## config.mk

```make
export PLATFORM = sky130hd
export DESIGN_NAME = flash_page_prog
export DESIGN_NICKNAME = d
export VERILOG_FILES = /design/src/rtl/fpp_pkg.sv /design/src/rtl/fpp_page_buf.sv /design/src/rtl/fpp_shifter.sv /design/src/rtl/flash_page_prog.sv
export SDC_FILE = /design/constraint.sdc
export NUM_CORES = 1
export LEC_CHECK = 0
export ABC_AREA = 1
export BUFFER_PORTS_ARGS = -buffer_cell sky130_fd_sc_hd__buf_2
export CAP_MARGIN = 25
export CORE_MARGIN = 1
export CORE_UTILIZATION = 63
export DETAILED_ROUTE_END_ITERATION = 8
export PLACE_DENSITY = 0.79
export SETUP_SLACK_MARGIN = 0.1
export SLEW_MARGIN = 20
export SYNTH_ARGS = -nofsm -noshare
export SYNTH_HDL_FRONTEND = slang
export SYNTH_SLANG_ARGS = --single-unit
```

## constraint.sdc

```tcl
create_clock -name clk -period 12.8 [get_ports clk]
set_input_delay 0.64 -clock clk [delete_from_list [all_inputs] [get_ports clk]]
set_output_delay 0.64 -clock clk [all_outputs]
set_load 0.01 [all_outputs]
```

## src/rtl/fpp_pkg.sv

```systemverilog
// Shared register selects and field positions for the page-program sequencer.
package fpp_pkg;
    localparam logic [3:0] SEL_CMD   = 4'd0;
    localparam logic [3:0] SEL_MODE  = 4'd1;
    localparam logic [3:0] SEL_BUS   = 4'd2;
    localparam logic [3:0] SEL_INSN  = 4'd3;
    localparam logic [3:0] SEL_ADR0  = 4'd4;
    localparam logic [3:0] SEL_ADR1  = 4'd5;
    localparam logic [3:0] SEL_ADR2  = 4'd6;
    localparam logic [3:0] SEL_ADR3  = 4'd7;
    localparam logic [3:0] SEL_BYTE  = 4'd8;
    localparam logic [3:0] SEL_WORD  = 4'd9;
    localparam int START_BIT = 4;
    localparam int PAGE_BIT  = 0;
    localparam int ADR4_BIT  = 4;
endpackage

```

## src/rtl/fpp_page_buf.sv

```systemverilog
// Page buffer: stores little-endian packed words and serves single bytes by index.
// Assumes: the write pointer saturates at WORDS, so extra words are dropped.
// Assumes: clr has priority over we.
module fpp_page_buf #(
    parameter int PAGE_BYTES = 128,
    localparam int WORDS = PAGE_BYTES / 4,
    localparam int PW    = $clog2(WORDS + 1),
    localparam int BW    = $clog2(PAGE_BYTES)
) (
    input  logic          clk,
    input  logic          rst_n,
    input  logic          we,
    input  logic [31:0]   wdata,
    input  logic          clr,
    input  logic [BW-1:0] rd_idx,
    output logic [7:0]    rd_byte,
    output logic [PW-1:0] wptr
);
    logic [31:0] mem [WORDS];
    logic [31:0] rd_word;

    // Advance the write pointer on accepted words; clear it when a page has been sent.
    always_ff @(posedge clk) begin
        if (!rst_n) begin
            wptr <= '0;
        end else if (clr) begin
            wptr <= '0;
        end else if (we && (wptr < PW'(WORDS))) begin
            wptr <= wptr + PW'(1);
        end
    end

    // Store the accepted word at the current pointer.
    always_ff @(posedge clk) begin
        if (we && !clr && (wptr < PW'(WORDS))) begin
            mem[wptr[PW-2:0]] <= wdata;
        end
    end

    // Byte select: lowest index bits pick the lane, least significant lane first.
    always_comb begin
        rd_word = mem[rd_idx[BW-1:2]];
        rd_byte = rd_word[rd_idx[1:0]*8 +: 8];
    end

    assert_ptr_bound_R8: assert property (@(posedge clk) disable iff (!rst_n)
        wptr <= PW'(WORDS));
    assert_ptr_sat_R8: assert property (@(posedge clk) disable iff (!rst_n)
        (wptr == PW'(WORDS) && !clr) |=> (wptr == PW'(WORDS)));
endmodule

```

## src/rtl/fpp_shifter.sv

```systemverilog
// Frame shifter: walks byte index and bit position and drives mode-0 serial pins.
// Assumes: byte_in depends only on idx and on registers that are stable while busy.
// Assumes: the serial clock is half the system clock.
module fpp_shifter #(
    parameter int IDXW = 8
) (
    input  logic            clk,
    input  logic            rst_n,
    input  logic            start,
    input  logic [IDXW-1:0] total,
    input  logic [7:0]      byte_in,
    output logic [IDXW-1:0] idx,
    output logic            busy,
    output logic            done,
    output logic            sck,
    output logic            mosi,
    output logic            cs_n
);
    logic            phase_q;
    logic [2:0]      bit_q;
    logic [IDXW-1:0] total_q;

    // Sequence low/high clock phases, bits, then bytes until the frame ends.
    always_ff @(posedge clk) begin
        if (!rst_n) begin
            busy    <= 1'b0;
            phase_q <= 1'b0;
            bit_q   <= 3'd7;
            idx     <= '0;
            total_q <= '0;
        end else if (!busy) begin
            if (start) begin
                busy    <= 1'b1;
                phase_q <= 1'b0;
                bit_q   <= 3'd7;
                idx     <= '0;
                total_q <= total;
            end
        end else if (!phase_q) begin
            phase_q <= 1'b1;
        end else begin
            phase_q <= 1'b0;
            bit_q   <= bit_q - 3'd1;
            if (bit_q == 3'd0) begin
                if (done) busy <= 1'b0;
                else      idx  <= idx + IDXW'(1);
            end
        end
    end

    // Pin and completion decode from the sequencing state.
    always_comb begin
        done = busy && phase_q && (bit_q == 3'd0) && (idx == total_q - IDXW'(1));
        sck  = busy && phase_q;
        mosi = busy && byte_in[bit_q];
        cs_n = !busy;
    end

    assert_mosi_stable_R2: assert property (@(posedge clk) disable iff (!rst_n)
        sck |-> $stable(mosi));
    assert_idx_range_R7: assert property (@(posedge clk) disable iff (!rst_n)
        busy |-> (idx < total_q));
    assert_busy_hold_R7: assert property (@(posedge clk) disable iff (!rst_n)
        (busy && !done) |=> busy);
    assert_busy_end_R7: assert property (@(posedge clk) disable iff (!rst_n)
        done |=> (!busy && !sck));
endmodule

```

## src/rtl/flash_page_prog.sv

```systemverilog
// Page-program sequencer top: register write port, frame byte selection, buffer and shifter.
// Assumes: software waits for busy to clear before writing; writes during busy are dropped.
module flash_page_prog #(
    parameter int PAGE_BYTES = 128,
    localparam int IDXW = $clog2(PAGE_BYTES + 6),
    localparam int BW   = $clog2(PAGE_BYTES),
    localparam int PW   = $clog2(PAGE_BYTES / 4 + 1)
) (
    input  logic        clk,
    input  logic        rst_n,
    input  logic        wr_en,
    input  logic [3:0]  wr_sel,
    input  logic [31:0] wr_data,
    output logic        busy,
    output logic        page_mode,
    output logic        spi_cs_n,
    output logic        spi_sck,
    output logic        spi_mosi
);
    import fpp_pkg::*;

    logic [7:0]      insn_q;
    logic [3:0][7:0] adr_q;
    logic [7:0]      byte_q;
    logic            adr4_q;
    logic            wr_ok;
    logic            start;
    logic            done;
    logic [IDXW-1:0] idx;
    logic [IDXW-1:0] alen;
    logic [IDXW-1:0] total;
    logic [1:0]      asel;
    logic [BW-1:0]   rd_idx;
    logic [7:0]      buf_byte;
    logic [7:0]      cur_byte;
    logic [PW-1:0]   wptr;

    // Register write decode, gated off while a transfer runs.
    always_comb begin
        wr_ok = wr_en && !busy;
        start = wr_ok && (wr_sel == SEL_CMD) && wr_data[START_BIT];
    end

    // Configuration and frame-content registers.
    always_ff @(posedge clk) begin
        if (!rst_n) begin
            insn_q    <= '0;
            adr_q     <= '0;
            byte_q    <= '0;
            adr4_q    <= 1'b0;
            page_mode <= 1'b0;
        end else if (wr_ok) begin
            case (wr_sel)
                SEL_MODE: page_mode <= wr_data[PAGE_BIT];
                SEL_BUS:  adr4_q    <= wr_data[ADR4_BIT];
                SEL_INSN: insn_q    <= wr_data[7:0];
                SEL_ADR0: adr_q[0]  <= wr_data[7:0];
                SEL_ADR1: adr_q[1]  <= wr_data[7:0];
                SEL_ADR2: adr_q[2]  <= wr_data[7:0];
                SEL_ADR3: adr_q[3]  <= wr_data[7:0];
                SEL_BYTE: byte_q    <= wr_data[7:0];
                default: ;
            endcase
        end
    end

    // Frame length and the byte that belongs at the current frame index.
    always_comb begin
        alen   = adr4_q ? IDXW'(4) : IDXW'(3);
        total  = IDXW'(1) + alen + (page_mode ? IDXW'(PAGE_BYTES) : IDXW'(1));
        asel   = alen[1:0] - idx[1:0];
        rd_idx = idx[BW-1:0] - alen[BW-1:0] - BW'(1);
        if (idx == '0)        cur_byte = insn_q;
        else if (idx <= alen) cur_byte = adr_q[asel];
        else if (page_mode)   cur_byte = buf_byte;
        else                  cur_byte = byte_q;
    end

    fpp_page_buf #(.PAGE_BYTES(PAGE_BYTES)) u_buf (
        .clk     (clk),
        .rst_n   (rst_n),
        .we      (wr_ok && (wr_sel == SEL_WORD)),
        .wdata   (wr_data),
        .clr     (done && page_mode),
        .rd_idx  (rd_idx),
        .rd_byte (buf_byte),
        .wptr    (wptr)
    );

    fpp_shifter #(.IDXW(IDXW)) u_shift (
        .clk     (clk),
        .rst_n   (rst_n),
        .start   (start),
        .total   (total),
        .byte_in (cur_byte),
        .idx     (idx),
        .busy    (busy),
        .done    (done),
        .sck     (spi_sck),
        .mosi    (spi_mosi),
        .cs_n    (spi_cs_n)
    );

    assert_ptr_clear_R9: assert property (@(posedge clk) disable iff (!rst_n)
        (done && page_mode) |=> (wptr == '0));
    assert_frozen_cfg_R10: assert property (@(posedge clk) disable iff (!rst_n)
        (busy && !done) |=> ($stable(insn_q) && $stable(page_mode) && $stable(adr4_q)));
    assert_cs_busy_R7: assert property (@(posedge clk) disable iff (!rst_n)
        spi_sck |-> (busy && !spi_cs_n));
endmodule

```

==> impl_metrics.py <==
metrics = {
    "global_routing": {
        "grt.total_usage_pct": 32.4,
        "grt_overflow": 0,
        "grt_pass1_vias": 31000,
        "antenna_found_initial": 4,
        "grt_max_degree": 231,
        "grt_pass1_wl_um": 186000,
    },
    "critical_path": {
        "rr_worst_depth": 10,
        "max_stage_delay_ps": 810,
        "crit_arrival_ps": 6840,
        "critPathCaptureType": "primary output",
        "reg2reg_to": "u_buf.mem[15][30]",
        "crit_required_ps": 12160,
        "cp_cell_sequence": "inv_1 > ha_1 > nand2_2 > nand2_8 > inv_4 > buf_4 > buf_4 > or2_2 > nand3_1 > nand3_1 > nand3_1 > nand3_1 > nand3_1 > nand3_1 > nand3_1 > nand2_1 > nand2_1 > nand2_1 > nand3_1 > nand3_1 > nand2_1 > nor2_1 > buf_2",
        "critPathLaunchType": "register",
        "cp_max_fo": 89,
        "r2r-start": "u_shift.busy",
        "crit_cells": 23,
        "critPathBufInv": 5,
        "crit_top_cell": "nand3_1",
        "r2r_slack_ps": 8740,
        "crit_family": "simple AND/OR/NAND/NOR gates",
        "crit_type": "register to primary output",
        "crit_slowest_cell": "buf_4",
    },
    "placed_design": {
        "gp_congestion": 0.899,
        "dp_slack_ps": 5700,
        "dp_hpwl_um": 64300,
        "io_buffer_count": 43,
    },
    "clock_network": {
        "clk_path_buf_depth": 3,
        "cts_hold_buffers": 0,
        "h-tree-depth": 3,
        "cts_sinks": 1097,
        "cts.reportedPaths.clkPinSlew_ps": 60,
        "cts_buffers": 108,
        "cts_resized": 0,
        "cts_root_buffer": "clkbuf_16",
        "cts_tree": "built",
        "clk-insertion-delay-late_ps": 670,
        "postCtsSetupBuffers": 0,
    },
    "layout": {
        "drive_gt1_share_pct": 14.6,
        "area_growth_pct": 9.62,
        "final_nets": 4324,
    },
    "timing": {
        "layout_min_cycle_time_ps": 7480,
        "finalHoldViolCount": 0,
        "whs_ps": 398,
        "finalSetupTns_ps": 0,
        "final.period_utilization_pct": 58.4,
        "fmax_mhz": 134,
        "fin_skew_ps": 23.5,
        "setup_slack_ps": 5320,
        "slew_headroom_pct": 17.0,
        "rsz0062_at_grt": "no",
        "setup_viol": 0,
        "tightest_slew_ps": 1240,
        "timing.final.max_slew_violations": 0,
    },
    "run": {
        "cap_violations": 0,
    },
    "min_path": {
        "holdCritStartpoint": "wr_sel[2]",
        "hold_path_end": "page_mode",
        "holdPathStages": 6,
        "hold_path.class": "input pin to register",
    },
    "floorplanning": {
        "die_area_sq_um": 76400,
        "rows": 100,
        "die_x_um": 276,
        "die_y_um": 276,
        "initial_core_util_pct": 63.7,
        "ios": 44,
        "fp.coreArea_sq_um": 74400,
    },
    "yosys": {
        "ys_types": 38,
        "ys_seq_elements": 1097,
        "synth_seq_area_share_pct": 67.9,
        "syn-num-nets": 4353,
        "netlist.area_leader.share_pct": 64.8,
        "synth_most_common_cell": "edfxtp_1",
        "synth_ff_type": "edfxtp_1",
        "synth_top_cell_by_area": "edfxtp_1",
        "yosysWarnings": 0,
        "netlist_top_cells_count": "edfxtp_1, nand3_1, nand2_1",
        "ys_async_sr_fraction_pct": 0,
        "syn_inst": 4296,
        "synth_edf_count": 1024,
        "synth.area.top_cells": "edfxtp_1, nand3_1, nand2_1, or2_2, inv_1",
        "synth_area_sq_um": 47500,
        "syn_avg_cell_area_sq_um": 11.0,
    },
    "route": {
        "viasPerCell": 6.08,
        "wl_per_cell_um": 23.4,
        "ant_nets": 0,
        "vias": 32400,
        "wl_um": 124000,
        "drt_first_pass_iters": 6,
        "drt_iter0_markers": 5144,
        "route.detailed.drc": 0,
    },
    "pwr": {
        "power_density_nw_per_um2": 138,
        "peakVddDrop_v": 0.000140,
        "power.leakage_nw": 18.9,
    },
    "run_status": {
        "outcome": "completed",
    },
}
==> how the worst max path moves through the flow <==
| stage | endpoint | slack (ps) | from |
|---|---|---|---|
| 3_5_place_dp | spi_mosi | 5700 | adr4_q |
| 5_1_grt | spi_mosi | 4980 | adr4_q |
| 2_1_floorplan | u_buf.mem[31][0] | 8580 | wr_en |
| 3_3_place_gp | spi_mosi | 5910 | adr4_q |
| 6_report | spi_mosi | 5320 | adr4_q |
| 4_1_cts | spi_mosi | 5010 | adr4_q |
==> layer usage <==
metal | share of wire [%] | wire, um | track usage, %
met2 | 46 | 57000 | 50.3
met4 | 4.6 | 5710 | 14.6
met5 | 0.024 | 30 | 0
met1 | 38 | 47000 | 44.9
met3 | 12 | 14700 | 6.16
==> stage by stage <==
stage | power, W | util, % | instances | area [sq um]
floorplan | 0.00407 | - | 4296 | 47500
global placement | 0.00414 | 65.2 | 5125 | 48600
detailed placement | 0.00414 | 65.2 | 5125 | 48600
CTS | 0.00717 | 69.8 | 5327 | 52000
global route | 0.00733 | 69.9 | 5329 | 52000
finish | 0.00717 | 69.9 | 5329 | 52000
==> state kept, by name, indices dropped and copies added (netlist names) <==
name             cells
byte_q               8
u_buf.wptr           6
adr_q               32
u_shift.bit_q        3
u_shift.total_q      4
u_shift.phase_q      1
u_shift.busy         1
insn_q               8
page_mode            1
u_buf.mem         1024
u_shift.idx          8
adr4_q               1
==> layout make-up <==
type	instances	area [sq um]
inverter	510	1920
clock inverter	63	559
sequential	1097	32200
tap	969	1210
antenna	1	2.50
clock buffer	139	2870
fill	4997	22400
multi-input combinational	2449	12500
timing repair buffer	101	721
==> cells by family (layout without fill, tap and decap cells) <==
family | count (synthesis) | count (layout) | share of synthesized area [%]
AND/OR/NAND/NOR | 1943 | 1943 | 19.5
flip-flops | 1097 | 1097 | 67.9
buffers and inverters | 750 | 813 | 6.39
AO/OA/AOI/OAI | 464 | 464 | 5.22
multiplexers | 20 | 20 | 0.422
adder cells (fa/ha/maj) | 18 | 18 | 0.490
XOR/XNOR | 4 | 4 | 0.0738
other | 0 | 1 | 0
==> worst reg2reg max path, delay by kind of cell, from the launching register on <==
family                 cells  cell delay (ps)
AND/OR/NAND/NOR            7             2510
buffers and inverters      3              720
flip-flops                 1              470
==> power breakdown <==
part | leakage, nW | switching [W] | total [W] | internal (W)
clock | 1.69 | 0.00134 | 0.00310 | 0.00176
combinational | 7.38 | 0.000112 | 0.000145 | 0.0000331
sequential | 9.79 | 0.00000268 | 0.00392 | 0.00392
total | 18.9 | 0.00145 | 0.00717 | 0.00572
==> cells in the final DEF (no fill, tap or decap), drive strengths merged, types with 11 or more instances in the layout <==
cell type and n:
a21oi 79, buf 101, clkbuf 139, clkinv 51, dfxtp 73, edfxtp 1024, ha 17, inv 511
mux2i 20, nand2 619, nand3 685, nand3b 18, nor2 208, nor3 11, o211ai 44, o21ai 326
or2 395
Note: power is estimated with default switching activity, not from simulation.
